==> src/rtl/posit_dec_pkg.sv <==
package posit_dec_pkg;

    typedef enum logic {
        ST_EMPTY = 1'b0,
        ST_FULL  = 1'b1
    } stage_e;

    function automatic int regime_w(int n);
        return $clog2(n) + 1;
    endfunction

    function automatic int expo_w(int es);
        return (es > 0) ? es : 1;
    endfunction

    function automatic int scale_w(int n, int es);
        return $clog2(((n - 1) << es) + 1) + 1;
    endfunction

endpackage

==> src/rtl/posit_sign_fold.sv <==
module posit_sign_fold #(
    parameter int N = 8
) (
    input  logic [N-1:0] word_i,
    output logic         sign_o,
    output logic         zero_o,
    output logic         nar_o,
    output logic [N-2:0] body_o
);
    logic [N-1:0] magnitude;

    always_comb begin
        sign_o    = word_i[N-1];
        magnitude = sign_o ? (~word_i + N'(1)) : word_i;
        body_o    = magnitude[N-2:0];
        zero_o    = (word_i == '0);
        nar_o     = sign_o && (word_i[N-2:0] == '0);
    end
endmodule

==> src/rtl/posit_run_scan.sv <==
module posit_run_scan #(
    parameter int N  = 8,
    parameter int CW = 3,
    parameter int KW = 4
) (
    input  logic [N-2:0]        body_i,
    output logic [CW-1:0]       run_o,
    output logic signed [KW-1:0] regime_o
);
    logic              lead;
    logic              ended;
    logic signed [KW-1:0] run_ext;

    always_comb begin
        lead  = body_i[N-2];
        run_o = '0;
        ended = 1'b0;
        for (int i = N - 2; i >= 0; i--) begin
            if (!ended && (body_i[i] == lead)) begin
                run_o = run_o + CW'(1);
            end else begin
                ended = 1'b1;
            end
        end
        run_ext  = $signed({1'b0, run_o});
        regime_o = lead ? (run_ext - KW'(1)) : -run_ext;
    end
endmodule

==> src/rtl/posit_field_split.sv <==
module posit_field_split #(
    parameter int N  = 8,
    parameter int ES = 1,
    parameter int EW = 1,
    parameter int FW = 5,
    parameter int CW = 3,
    parameter int KW = 4,
    parameter int SW = 6
) (
    input  logic [N-2:0]         body_i,
    input  logic [CW-1:0]        run_i,
    input  logic signed [KW-1:0] regime_i,
    output logic [EW-1:0]        expo_o,
    output logic [FW:0]          frac_o,
    output logic signed [SW-1:0] scale_o
);
    logic [CW:0]  skip;
    logic [N-2:0] after_regime;
    logic [N-2:0] after_expo;
    logic signed [SW-1:0] regime_wide;
    logic signed [SW-1:0] expo_wide;

    always_comb begin
        skip         = {1'b0, run_i} + (CW + 1)'(1);
        after_regime = body_i << skip;
    end

    generate
        if (ES > 0) begin : g_expo
            always_comb begin
                expo_o     = after_regime[N-2 -: ES];
                after_expo = after_regime << ES;
            end
        end else begin : g_no_expo
            always_comb begin
                expo_o     = '0;
                after_expo = after_regime;
            end
        end
    endgenerate

    always_comb begin
        frac_o      = {1'b1, after_expo[N-2 -: FW]};
        regime_wide = SW'(regime_i);
        expo_wide   = $signed({{(SW - EW){1'b0}}, expo_o});
        scale_o     = (regime_wide <<< ES) + expo_wide;
    end
endmodule

==> src/rtl/posit_field_decoder.sv <==
module posit_field_decoder
    import posit_dec_pkg::*;
#(
    parameter int N  = 8,
    parameter int ES = 1,
    localparam int KW = regime_w(N),
    localparam int EW = expo_w(ES),
    localparam int SW = scale_w(N, ES),
    localparam int FW = N - 3
) (
    input  logic                 clk,
    input  logic                 rst_n,
    input  logic                 in_valid,
    input  logic [N-1:0]         in_word,
    output logic                 out_valid,
    output logic                 out_sign,
    output logic                 out_zero,
    output logic                 out_nar,
    output logic signed [KW-1:0] out_regime,
    output logic [EW-1:0]        out_expo,
    output logic [FW:0]          out_frac,
    output logic signed [SW-1:0] out_scale
);
    localparam int CW = $clog2(N);

    stage_e state_q, state_d;

    logic                 sign_c, zero_c, nar_c;
    logic [N-2:0]         body_c;
    logic [CW-1:0]        run_c;
    logic signed [KW-1:0] regime_c;
    logic [EW-1:0]        expo_c;
    logic [FW:0]          frac_c;
    logic signed [SW-1:0] scale_c;
    logic                 special_c;

    posit_sign_fold #(.N(N)) u_fold (
        .word_i (in_word),
        .sign_o (sign_c),
        .zero_o (zero_c),
        .nar_o  (nar_c),
        .body_o (body_c)
    );

    posit_run_scan #(.N(N), .CW(CW), .KW(KW)) u_scan (
        .body_i   (body_c),
        .run_o    (run_c),
        .regime_o (regime_c)
    );

    posit_field_split #(
        .N(N), .ES(ES), .EW(EW), .FW(FW), .CW(CW), .KW(KW), .SW(SW)
    ) u_split (
        .body_i   (body_c),
        .run_i    (run_c),
        .regime_i (regime_c),
        .expo_o   (expo_c),
        .frac_o   (frac_c),
        .scale_o  (scale_c)
    );

    assign special_c = zero_c | nar_c;

    // Stage control: load / stream / drain / idle
    always_comb begin
        state_d = state_q;
        unique case (state_q)
            ST_EMPTY: state_d = in_valid ? ST_FULL : ST_EMPTY;
            ST_FULL:  state_d = in_valid ? ST_FULL : ST_EMPTY;
            default:  state_d = ST_EMPTY;
        endcase
    end

    always_ff @(posedge clk or negedge rst_n) begin
        if (!rst_n) begin
            state_q <= ST_EMPTY;
        end else begin
            state_q <= state_d;
        end
    end

    // Output register: captures a word's fields on every accepted word
    always_ff @(posedge clk or negedge rst_n) begin
        if (!rst_n) begin
            out_sign   <= 1'b0;
            out_zero   <= 1'b0;
            out_nar    <= 1'b0;
            out_regime <= '0;
            out_expo   <= '0;
            out_frac   <= '0;
            out_scale  <= '0;
        end else if (in_valid) begin
            out_sign   <= sign_c;
            out_zero   <= zero_c;
            out_nar    <= nar_c;
            out_regime <= special_c ? '0 : regime_c;
            out_expo   <= special_c ? '0 : expo_c;
            out_frac   <= special_c ? '0 : frac_c;
            out_scale  <= special_c ? '0 : scale_c;
        end
    end

    assign out_valid = (state_q == ST_FULL);
endmodule

==> config.mk <==
export PLATFORM = sky130hd
export DESIGN_NAME = posit_field_decoder
export DESIGN_NICKNAME = d
export VERILOG_FILES = /design/src/rtl/posit_dec_pkg.sv /design/src/rtl/posit_sign_fold.sv /design/src/rtl/posit_run_scan.sv /design/src/rtl/posit_field_split.sv /design/src/rtl/posit_field_decoder.sv
export SDC_FILE = /design/constraint.sdc
export NUM_CORES = 1
export LEC_CHECK = 0
export BUFFER_PORTS_ARGS = -buffer_cell sky130_fd_sc_hd__buf_2
export CORE_AREA = 2 2 79 81
export CTS_CLUSTER_DIAMETER = 150
export DETAILED_ROUTE_END_ITERATION = 7
export DIE_AREA = 0 0 81 83
export HOLD_SLACK_MARGIN = 0.05
export SLEW_MARGIN = 20
export SYNTH_ARGS = -nofsm -noshare
export SYNTH_HDL_FRONTEND = slang
export SYNTH_SLANG_ARGS = --single-unit
export TNS_END_PERCENT = 1
==> constraint.sdc <==
create_clock -name clk -period 0.8 [get_ports clk]
set_input_delay 0.12 -clock clk [delete_from_list [all_inputs] [get_ports clk]]
set_output_delay 0.12 -clock clk [all_outputs]
set_load 0.01 [all_outputs]
==> implementation parameters, run 1 <==
Parameter                              Value

Power and ir drop
  Maximum vdd ir drop    1.03 mV
  Power per cell area    1600 nW/um^2
  Leakage power of the design    0.00100 uW

Job
  Maximum capacitance violations    0

Logic synthesis
  Asr flop ratio synth    100%
  Netlist cell types    53
  Area of the mapped netlist    1320 um^2
  Warnings from Yosys    0
  Number of synthesized flops with an enable pin    0
  Post-synth top flop    sky130_fd_sc_hd__dfrtp_1
  Gate Count Post-Synth    154
  Proportion of synthesized chip area in sequential cells    28.4%
  Nets in the synthesized netlist    168
  Mean instance size in the synthesized netlist    8.60 um^2
  Total of flip-flops plus latches after synthesis    15

Worst setup path
  Worst Path Class, Setup    in -> reg
  Required time of the critical path    0.96 ns
  Capturing element type of the critical path    flop
  Arrival time at the worst endpoint    2.39 ns
  Critical-path maximum fanout    6
  Nature of the critical path startpoint    input port

Floorplanning
  Width of the die    81 um
  Std-Cell Core Area    5820 um^2
  Count of boundary I/O pins    31
  Die height    83 um
  Initial core utilization    22.8%
  Rows    28
  Full die area    6720 um^2

Global routing
  Number of antenna violations at the first check in global routing    0
  Maximum number of pins on one net before global-route repair    16
  Total Routing Usage GR    12.3%
  Global-route wire length before repair    6750 um
  Total overflow reported by the global router    0
  Number of global-route vias before repair    1444

STA
  Min Tclk post-route    2.23 ns
  Setup-violating endpoint count in the final report    33
  Max Transition Viols Final    0
  Unrepaired setup endpoints after global routing    true
  Top achievable clock speed    0.449 GHz
  Slew at the pin closest to its max-slew limit    0.418 ns
  Tightest slew margin relative to the limit    72.0%
  Final Hold Viols    0
  Post-Route Hold Slack    0.120 ns
  Max Clock Skew    0 ns
  Final clock period utilization by the worst path    278%
  Final critical-path setup slack    -1.43 ns

Layout
  Final-stage net count    254
  Synth-to-layout area growth    66.4%
  Layout cell share with drive strength beyond 1    51.9%
  Final std cell area, no fill    2200 um^2
  Antenna diode count    0
  Utilization after layout    37.9%

Drt
  Ratio of routed vias to standard cells    4.66
  DRC violations left    0
  Wire length after detailed routing    3890 um
  Final antenna-violating net count    0
  Routed vias    1463
  DR WL/cell    12.4 um
  DRC marker count from the first detailed-route iteration    85
  Router iterations before antenna repair    4

Placement
  Placer Congestion    0.892
  Worst Setup Slack post-DPL    -1.74 ns
  Total half-perimeter wirelength after legalization and detailed placement    3240 um
  Cell area reported after detailed placement    2050 um^2
  Port Buffer Count    30

Clock tree
  Max Buffers Root-to-Sink    2
  CTS tree    built
  Skew-Pair Late Insertion Delay    0.24 ns
  CTS Buf Count    3
  CTS H-Tree Depth    1
  Clock slew at the register clock pins of the worst setup and hold paths    0.06 ns
  Clock sinks    15
  Buffer cell driving the clock tree root    sky130_fd_sc_hd__clkbuf_8

Hold path
  Class of the tightest hold or removal check    in -> reg

Status
  Violated checks    setup timing
  Run status    complete, but fails checks
[placed cells by master (no fill, tap or decap), types with 2 or more instances in the layout]
master                       n
sky130_fd_sc_hd__buf_4      58
sky130_fd_sc_hd__buf_2      29
sky130_fd_sc_hd__dfrtp_1    15
sky130_fd_sc_hd__nand2_1    13
sky130_fd_sc_hd__a21oi_1    13
sky130_fd_sc_hd__nor2_1      7
sky130_fd_sc_hd__inv_1       7
sky130_fd_sc_hd__o21ai_0     6
sky130_fd_sc_hd__nand2b_1    4
sky130_fd_sc_hd__xnor2_1     4
sky130_fd_sc_hd__o31ai_1     4
sky130_fd_sc_hd__nand3_1     4
sky130_fd_sc_hd__nor3_1      4
sky130_fd_sc_hd__a21o_1      3
sky130_fd_sc_hd__a22o_1      3
sky130_fd_sc_hd__nor4_1      3
sky130_fd_sc_hd__o2bb2ai_1   3
sky130_fd_sc_hd__clkbuf_8    3
sky130_fd_sc_hd__nor4_4      2
sky130_fd_sc_hd__o21ai_1     2
sky130_fd_sc_hd__or2_2       2
sky130_fd_sc_hd__o2bb2ai_2   2
sky130_fd_sc_hd__ha_4        2
[cell type report]
| class | instances | area [um^2] |
|---|---|---|
| fill | 617 | 3610 |
| multi-input combinational | 121 | 1030 |
| timing repair buffer | 90 | 622 |
| sequential | 15 | 375 |
| tap | 75 | 93.8 |
| clock buffer | 4 | 45.0 |
| inverter | 9 | 38.8 |
[critical path: stages]
cell	delay (ns)
sky130_fd_sc_hd__buf_2	0.13
sky130_fd_sc_hd__inv_6	0.04
sky130_fd_sc_hd__ha_4	0.16
sky130_fd_sc_hd__and3b_1	0.19
sky130_fd_sc_hd__o2bb2ai_4	0.16
sky130_fd_sc_hd__buf_12	0.14
sky130_fd_sc_hd__nor2_4	0.10
sky130_fd_sc_hd__nand2_1	0.09
sky130_fd_sc_hd__o22ai_2	0.22
sky130_fd_sc_hd__ha_4	0.25
sky130_fd_sc_hd__or3_4	0.33
sky130_fd_sc_hd__a211o_1	0.26
sky130_fd_sc_hd__a32oi_1	0.18
[synth_stat cells (all sizes together) (4+ instances only)]
library cell | number | area share [%]
a21oi | 15 | 6.0
buf | 8 | 4.1
dfrtp | 15 | 28
inv | 9 | 2.6
nand2 | 14 | 4.2
nand2b | 5 | 2.4
nand3 | 4 | 1.5
nor2 | 9 | 2.6
nor3 | 5 | 2.7
nor4 | 5 | 3.5
o21ai | 9 | 3.4
o2bb2ai | 6 | 4.4
o31ai | 5 | 3.2
xnor2 | 5 | 3.3
[worst paths after layout]
| path | slack (ns) | cells past startpoint | to | from |
|---|---|---|---|---|
| max | -1.43 | 13 | out_frac[4] | in_word[0] |
| min | 0.12 | 2 | out_valid | in_valid |
| max reg2reg | 0.05 | 3 | out_scale[0] | out_scale[0] |
| min reg2reg | 0.47 | 1 | out_frac[5] | out_frac[5] |
| max in group asynchronous | 0.26 | 2 | out_frac[2] | rst_n |
| min in group asynchronous | 0.30 | 2 | out_scale[1] | rst_n |
[registers in the layout, indices dropped and copies added (netlist names)]
name / flops
out_zero: 1
out_frac: 6
out_sign: 1
out_scale: 5
out_valid: 1
out_nar: 1
[metal layers]
metal | up-vias | GRT usage (%) | share of wire (%)
li1 | 752 | - | -
met1 | 673 | 17.6 | 49
met4 | 0 | 3.39 | 0.95
met3 | 4 | 1.09 | 3.3
met2 | 34 | 19.5 | 47
met5 | - | 0 | 0
[report_power, final]
| part | total, uW | switching [uW] | internal [uW] |
|---|---|---|---|
| clock | 600 | 247 | 352 |
| sequential | 1000 | 93.0 | 909 |
| combinational | 1930 | 941 | 991 |
[timing repair]
action | in CTS | in global routing
buffers inserted | 3 | 0
endpoints found under the hold margin | 15 | 0
pin swaps | 4 | 3
gates resized for setup | 6 | 6
setup endpoints to repair | 33 | 33
hold buffers | 1 | 0
[cell families after synthesis]
kind of cell               Yosys count  share of synthesized area (%)
and+or+nand+nor                     50                           21.3
DFF                                 15                           28.4
AOI/OAI and AO/OA                   57                           31.9
xor gates and xnor gates             7                           4.63
muxes                                4                           4.06
buffers and inverters               18                           6.90
adders and majority gates            3                           2.84
[stage by stage]
stage          std cells  total power (uW)  TNS [ns]
6_report             314              3530    -14.45
3_5_place_dp         306              2810    -16.37
3_3_place_gp         306              2790    -15.96
5_1_grt              314              3780    -16.57
4_1_cts              314              3480    -14.98
2_1_floorplan        154              2080    -14.01
No activity file was read; power rests on OpenSTA's default activity.
==> inputs of run 2 (changes only) <==
--- a/config.mk
+++ b/config.mk
@@ -6,13 +6,15 @@
 export NUM_CORES = 1
 export LEC_CHECK = 0
 export BUFFER_PORTS_ARGS = -buffer_cell sky130_fd_sc_hd__buf_2
-export CORE_AREA = 2 2 79 81
+export CORE_AREA = 2 2 87 89
 export CTS_CLUSTER_DIAMETER = 150
 export DETAILED_ROUTE_END_ITERATION = 7
-export DIE_AREA = 0 0 81 83
+export DIE_AREA = 0 0 89 91
 export HOLD_SLACK_MARGIN = 0.05
+export RECOVER_POWER = 50
 export SLEW_MARGIN = 20
 export SYNTH_ARGS = -nofsm -noshare
 export SYNTH_HDL_FRONTEND = slang
+export SYNTH_HIERARCHICAL = 1
 export SYNTH_SLANG_ARGS = --single-unit
 export TNS_END_PERCENT = 1
==> constraint.sdc (replaced) <==
create_clock -name clk -period 0.8 [get_ports clk]
set_input_delay 0.12 -clock clk [delete_from_list [all_inputs] [get_ports clk]]
set_output_delay 0.12 -clock clk [all_outputs]
set_load 0.02 [all_outputs]
==> implementation parameters, run 2 <==
Parameter                              Value

Worst setup path
  Capturing element type of the critical path    flop
  Launch point of the worst reg-to-reg path    out_zero
  Reg2Reg Depth    1
  Capture instance of the worst register-to-register path    out_zero
  R2r setup slk    0.05 ns
  Critical path capture point    out_expo
  Worst Setup SP    in_word[3]
  Critical-path maximum fanout    4
  Nature of the critical path startpoint    input port
  Ordered cell list for the critical path    buf_6 > or3_4 > o31ai_4 > xnor2_2 > or3_4 > o21a_4 > inv_2 > nand4_1 > o311ai_4 > ha_4 > mux2_4 > a22o_1 > o21ai_1 > nand2_1 > nand2_1 > o22ai_1
  Worst Path Class, Setup    in -> reg
  Required time of the critical path    0.94 ns
  Arrival time at the worst endpoint    2.93 ns
  Critical Path Slowest Stage Cell    sky130_fd_sc_hd__or3_4
  Longest individual stage delay on the worst path    0.40 ns

Drt
  Router iterations before antenna repair    4
  DRC marker count from the first detailed-route iteration    43
  Routed vias    1386
  DRC violations left    0
  DR WL/cell    10.5 um
  Wire length after detailed routing    3500 um
  Final antenna-violating net count    0
  Ratio of routed vias to standard cells    4.15

Global routing
  Total overflow reported by the global router    0
  Total Routing Usage GR    9.28%
  Number of global-route vias before repair    1430
  Maximum number of pins on one net before global-route repair    34
  Number of antenna violations at the first check in global routing    0
  Global-route wire length before repair    6270 um

Placement
  Port Buffer Count    30
  Placer Congestion    0.860
  Total half-perimeter wirelength after legalization and detailed placement    2750 um
  Cell area reported after detailed placement    2100 um^2

Layout
  Synth-to-layout area growth    41.5%
  Final-stage net count    250
  Antenna diode count    0
  Most flops, register    out_frac
  Utilization after layout    31.9%
  Leading cell type in the layout, fill and taps excluded    sky130_fd_sc_hd__buf_4
  Leading cell types in the layout, fill and taps excluded    sky130_fd_sc_hd__buf_4, sky130_fd_sc_hd__buf_2, sky130_fd_sc_hd__inv_1, sky130_fd_sc_hd__nand2_1, sky130_fd_sc_hd__dfrtp_1
  Flip-flop count of the largest register, all copies and words added    6
  Final-layout fill cell count    799
  Layout cell share with drive strength beyond 1    48.1%
  Biggest registers after layout    out_frac: 6 flops, out_scale: 5 flops, out_regime: 4 flops
  Final std cell area, no fill    2270 um^2

Clock tree
  Clock slew at the register clock pins of the worst setup and hold paths    0.07 ns
  CTS H-Tree Depth    1
  Setup bufs post-CTS    0
  CTS tree    built
  CTS Buf Count    3
  Buffer cell driving the clock tree root    sky130_fd_sc_hd__clkbuf_8
  Skew-Pair Late Insertion Delay    0.25 ns
  Clock sinks    20
  Max Buffers Root-to-Sink    2

STA
  Setup TNS    -26.30 ns
  Max Clock Skew    0 ns
  Top achievable clock speed    0.358 GHz
  Unrepaired setup endpoints after global routing    true
  Final clock period utilization by the worst path    349%
  Setup-violating endpoint count in the final report    38
  Final critical-path setup slack    -1.99 ns
  Final Hold Viols    0
  Max Transition Viols Final    0
  Min Tclk post-route    2.79 ns

Status
  Violated checks    setup timing
  Run status    complete, but fails checks

Floorplanning
  Full die area    8100 um^2
  Count of boundary I/O pins    31
  Width of the die    89 um
  Initial core utilization    22.5%
  Std-Cell Core Area    7140 um^2
  Rows    31
  Die height    91 um

Job
  Maximum capacitance violations    0

Power and ir drop
  Maximum vdd ir drop    0.676 mV
  Logic pwr share    54.5%
  Design Power    4650 uW
  Clk pwr share    16.1%
  Psw    1750 uW
  Power per cell area    2040 nW/um^2
  Leakage power of the design    0.00109 uW
  Sequential cell fraction of total power    29.3%
  Sw frac    37.7%
  Pint    2900 uW

Logic synthesis
  Total of flip-flops plus latches after synthesis    20
  Number of synthesized flops with an enable pin    0
  Warnings from Yosys    6
  Post-synth top flop    sky130_fd_sc_hd__dfrtp_1
  Synth top area share    31.1%
  Most frequent cells after synthesis    sky130_fd_sc_hd__inv_1, sky130_fd_sc_hd__nand2_1, sky130_fd_sc_hd__dfrtp_1
  Mean instance size in the synthesized netlist    9.03 um^2
  Nets in the synthesized netlist    192
  Netlist cell types    49
  Cell type with the largest total area after synthesis    sky130_fd_sc_hd__dfrtp_1
  Dominant cell by count in the synthesized netlist    sky130_fd_sc_hd__inv_1
  Proportion of synthesized chip area in sequential cells    31.1%
  Ranking of synthesized cells by area    sky130_fd_sc_hd__dfrtp_1, sky130_fd_sc_hd__o22ai_2, sky130_fd_sc_hd__inv_1
  Area of the mapped netlist    1610 um^2
  Gate Count Post-Synth    178
  Asr flop ratio synth    100%

Hold path
  Class of the tightest hold or removal check    in -> reg
==> run 2: changes by cell type after synthesis, moves of 4 or more <==
| cell | previous run | this run |
|---|---|---|
| sky130_fd_sc_hd__a21oi_1 | 14 | 2 |
| sky130_fd_sc_hd__inv_1 | 8 | 25 |
| sky130_fd_sc_hd__o22ai_2 | 1 | 10 |
| sky130_fd_sc_hd__o2bb2ai_1 | 5 | 1 |
| sky130_fd_sc_hd__dfrtp_1 | 15 | 20 |
| sky130_fd_sc_hd__nand2_1 | 13 | 23 |
| sky130_fd_sc_hd__o22ai_1 | 2 | 6 |
| sky130_fd_sc_hd__buf_2 | 1 | 5 |
==> run 2: power by group through the flow <==
stage	Sequential [uW]	Clock (uW)	Combinational (uW)
2_1_floorplan	1660	0	1370
3_3_place_gp	1370	0	2320
3_5_place_dp	1380	0	2350
4_1_cts	1360	784	2490
5_1_grt	1390	841	2780
6_report	1360	750	2530
==> run 2: through the flow <==
| stage | cells | hold slack (ns) | setup slack (ns) |
|---|---|---|---|
| CTS | 334 | 0.199 | -1.98 |
| floorplan | 178 | -0.176 | -2.40 |
| detailed placement | 329 | 0.0954 | -2.40 |
| global route | 334 | 0.188 | -2.12 |
| global placement | 329 | 0.0918 | -2.30 |
| finish | 334 | 0.200 | -1.99 |
==> run 2: worst min path at each step <==
stage	from	to	slack [ns]	cells after the start
2_1_floorplan	rst_n	out_expo	-0.18	0
3_3_place_gp	rst_n	out_regime[0]	0.09	1
3_5_place_dp	rst_n	out_regime[0]	0.1	1
4_1_cts	in_valid	out_sign	0.20	2
5_1_grt	in_valid	out_sign	0.19	2
6_report	in_valid	out_sign	0.20	2
==> run 2: final cells by class <==
class | count | area, um^2 | share of cell area (%)
Timing Repair Buffer | 71 | 523 | 23.0
Inverter | 25 | 93.8 | 4.13
Tap cell | 99 | 124 | 5.45
Clock buffer | 4 | 55.1 | 2.42
Multi-Input combinational cell | 115 | 978 | 43.0
Sequential cell | 20 | 500 | 22.0
==> run 2: cell families after synthesis <==
logic type	synth area share, %
buf+inv	14.7
mux	8.40
fa+ha+maj	2.33
compound gates	23.1
xor+xnor	4.36
flops	31.1
simple gates	15.7
other cells	0.233
==> run 2: repair_timing <==
action	4_1_cts	5_1_grt
hold buffers	1	0
pin swaps	8	4
resized for setup	14	9
endpoints found under the setup margin	38	38
hold endpoints to repair	20	0
==> run 2: critical path: cells and delay by family <==
family | cells | cell delay, ns
compound gates | 6 | 0.96
xor+xnor | 1 | 0.11
fa+ha+maj | 1 | 0.27
buf+inv | 2 | 0.14
mux | 1 | 0.30
simple gates | 5 | 1.02
==> run 2: per-layer routing <==
layer / track usage (%) / routed length [um] / up-vias
li1: - / - / 720
met3: 2.36 / 128 / 0
met2: 15.8 / 1650 / 23
met4: 0.746 / 0 / 0
met1: 12.3 / 1720 / 643
met5: 0 / 0 / -
==> inputs of run 3 (changes only) <==
==> constraint.sdc (replaced) <==
create_clock -name clk -period 0.8 [get_ports clk]
set_input_delay 0.04 -clock clk [delete_from_list [all_inputs] [get_ports clk]]
set_output_delay 0.04 -clock clk [all_outputs]
set_load 0.02 [all_outputs]
==> implementation parameters, run 3 (synthesis results as in run 2) <==
Parameter                              Value

Floorplanning
  Count of boundary I/O pins    31
  Rows    31
  Initial core utilization    22.5%
  Full die area    8100 um^2
  Die height    91 um
  Std-Cell Core Area    7140 um^2
  Width of the die    89 um

Layout
  Leading cell types in the layout, fill and taps excluded    sky130_fd_sc_hd__buf_4, sky130_fd_sc_hd__buf_2, sky130_fd_sc_hd__nand2_1
  Synth-to-layout area growth    42.3%
  Final-layout fill cell count    765
  Layout cell share with drive strength beyond 1    49.4%
  Most flops, register    out_frac
  Flip-flop count of the largest register, all copies and words added    6
  Final-stage net count    250
  Antenna diode count    0
  Biggest registers after layout    out_frac: 6 flops, out_scale: 5 flops, out_regime: 4 flops
  Leading cell type in the layout, fill and taps excluded    sky130_fd_sc_hd__buf_4

Clock tree
  Buffer cell driving the clock tree root    sky130_fd_sc_hd__clkbuf_8
  CTS tree    built
  Skew-Pair Late Insertion Delay    0.26 ns
  Clock sinks    20
  CTS Buf Count    3
  CTS H-Tree Depth    1
  Max Buffers Root-to-Sink    2
  Clock slew at the register clock pins of the worst setup and hold paths    0.08 ns

Global routing
  Number of antenna violations at the first check in global routing    0
  Global-route wire length before repair    6310 um
  Total Routing Usage GR    9.41%
  Total overflow reported by the global router    0
  Number of global-route vias before repair    1429
  Maximum number of pins on one net before global-route repair    34

STA
  Min Tclk post-route    2.66 ns
  Unrepaired setup endpoints after global routing    true
  Max Clock Skew    0 ns
  Final clock period utilization by the worst path    332%
  Final critical-path setup slack    -1.86 ns
  Post-Route Hold Slack    0.113 ns
  Tightest slew margin relative to the limit    66.3%
  Slew at the pin closest to its max-slew limit    0.505 ns
  Max Transition Viols Final    0
  Setup-violating endpoint count in the final report    38
  Top achievable clock speed    0.376 GHz
  Final Hold Viols    0

Worst setup path
  Worst Path Class, Setup    in -> reg
  Critical-path maximum fanout    8
  Capturing element type of the critical path    flop
  Required time of the critical path    0.99 ns
  Nature of the critical path startpoint    input port
  Arrival time at the worst endpoint    2.84 ns
  Reg2Reg Depth    1

Drt
  DRC violations left    0
  DR WL/cell    11.1 um
  Top routing layer used    met4
  Total routed wire length on the met1 layer    1760 um
  Wire length after detailed routing    3700 um
  Routed met3 length    188 um
  Final antenna-violating net count    0
  Router iterations before antenna repair    5
  Routed vias    1421
  Met2 routed WL    1740 um
  Ratio of routed vias to standard cells    4.25
  DRC marker count from the first detailed-route iteration    60

Hold path
  Class of the tightest hold or removal check    in -> reg
  Worst Hold Depth    2

Placement
  Port Buffer Count    30
  Worst Setup Slack post-DPL    -2.31 ns
  Placer Congestion    0.913
  Total half-perimeter wirelength after legalization and detailed placement    2760 um

Job
  Maximum capacitance violations    0

Power and ir drop
  Maximum vdd ir drop    0.679 mV
  Power per cell area    2050 nW/um^2
  Leakage power of the design    0.00108 uW

Status
  Run status    complete, but fails checks
  Violated checks    setup timing
[run 3: metrics by stage]
step,instances,utilization (%),setup TNS (ns),instance area [um^2],power [uW]
floorplan,178,-,-25.52,1630,3030
detailed placement,327,29.2,-29.11,2090,3690
CTS,334,31.3,-24.70,2230,4630
finish,334,32.0,-23.85,2290,4700
global placement,327,29.2,-27.89,2090,3660
global route,334,32.0,-26.93,2290,5040
[run 3: final cells by class]
class | instances | area, um^2 | share of cell area [%]
timing repair buffer | 71 | 523 | 22.9
clock buffer | 4 | 55.1 | 2.41
multi-input combinational | 115 | 991 | 43.3
inverter | 25 | 93.8 | 4.10
tap | 99 | 124 | 5.42
sequential | 20 | 500 | 21.9
[run 3: layer usage]
| layer | vias up | track usage [%] |
|---|---|---|
| met5 | - | 0 |
| met2 | 31 | 15.9 |
| met1 | 673 | 12.4 |
| met4 | 0 | 0.746 |
| met3 | 2 | 2.64 |
| li1 | 715 | - |
[run 3: report_power, final]
part	switching, uW	internal, uW	total (uW)
Sequential	124	1240	1360
Combinational	1340	1220	2560
Clock	337	438	775
[run 3: worst paths after layout]
| path | start | slack (ns) | end |
|---|---|---|---|
| worst max-delay path | in_word[2] | -1.86 | out_frac[3] |
| worst min-delay path | in_valid | 0.11 | out_sign |
| worst max register to register | out_nar | 0.04 | out_nar |
| worst min register to register | out_sign | 0.51 | out_sign |
| max in group asynchronous | rst_n | 0.17 | out_regime[3] |
| min in group asynchronous | rst_n | 0.28 | out_regime[0] |
[run 3: timing repair]
item,CTS,global route
hold buffers,1,0
pin swaps,16,3
resized for setup,12,15
buffers inserted,2,0
setup endpoints to repair,38,38
endpoints found under the hold margin,20,0
[run 3: critical path, stage by stage]
cell and delay, ns:
sky130_fd_sc_hd__buf_6 0.09, sky130_fd_sc_hd__or3_4 0.39, sky130_fd_sc_hd__o31ai_4 0.21, sky130_fd_sc_hd__xnor2_2 0.09, sky130_fd_sc_hd__or3_4 0.34, sky130_fd_sc_hd__o21a_4 0.25
sky130_fd_sc_hd__inv_2 0.06, sky130_fd_sc_hd__nand4_1 0.14, sky130_fd_sc_hd__o311ai_4 0.13, sky130_fd_sc_hd__ha_4 0.27, sky130_fd_sc_hd__buf_4 0.17, sky130_fd_sc_hd__nand4b_1 0.20
sky130_fd_sc_hd__a221oi_2 0.29, sky130_fd_sc_hd__nand2_1 0.09, sky130_fd_sc_hd__o22ai_2 0.08
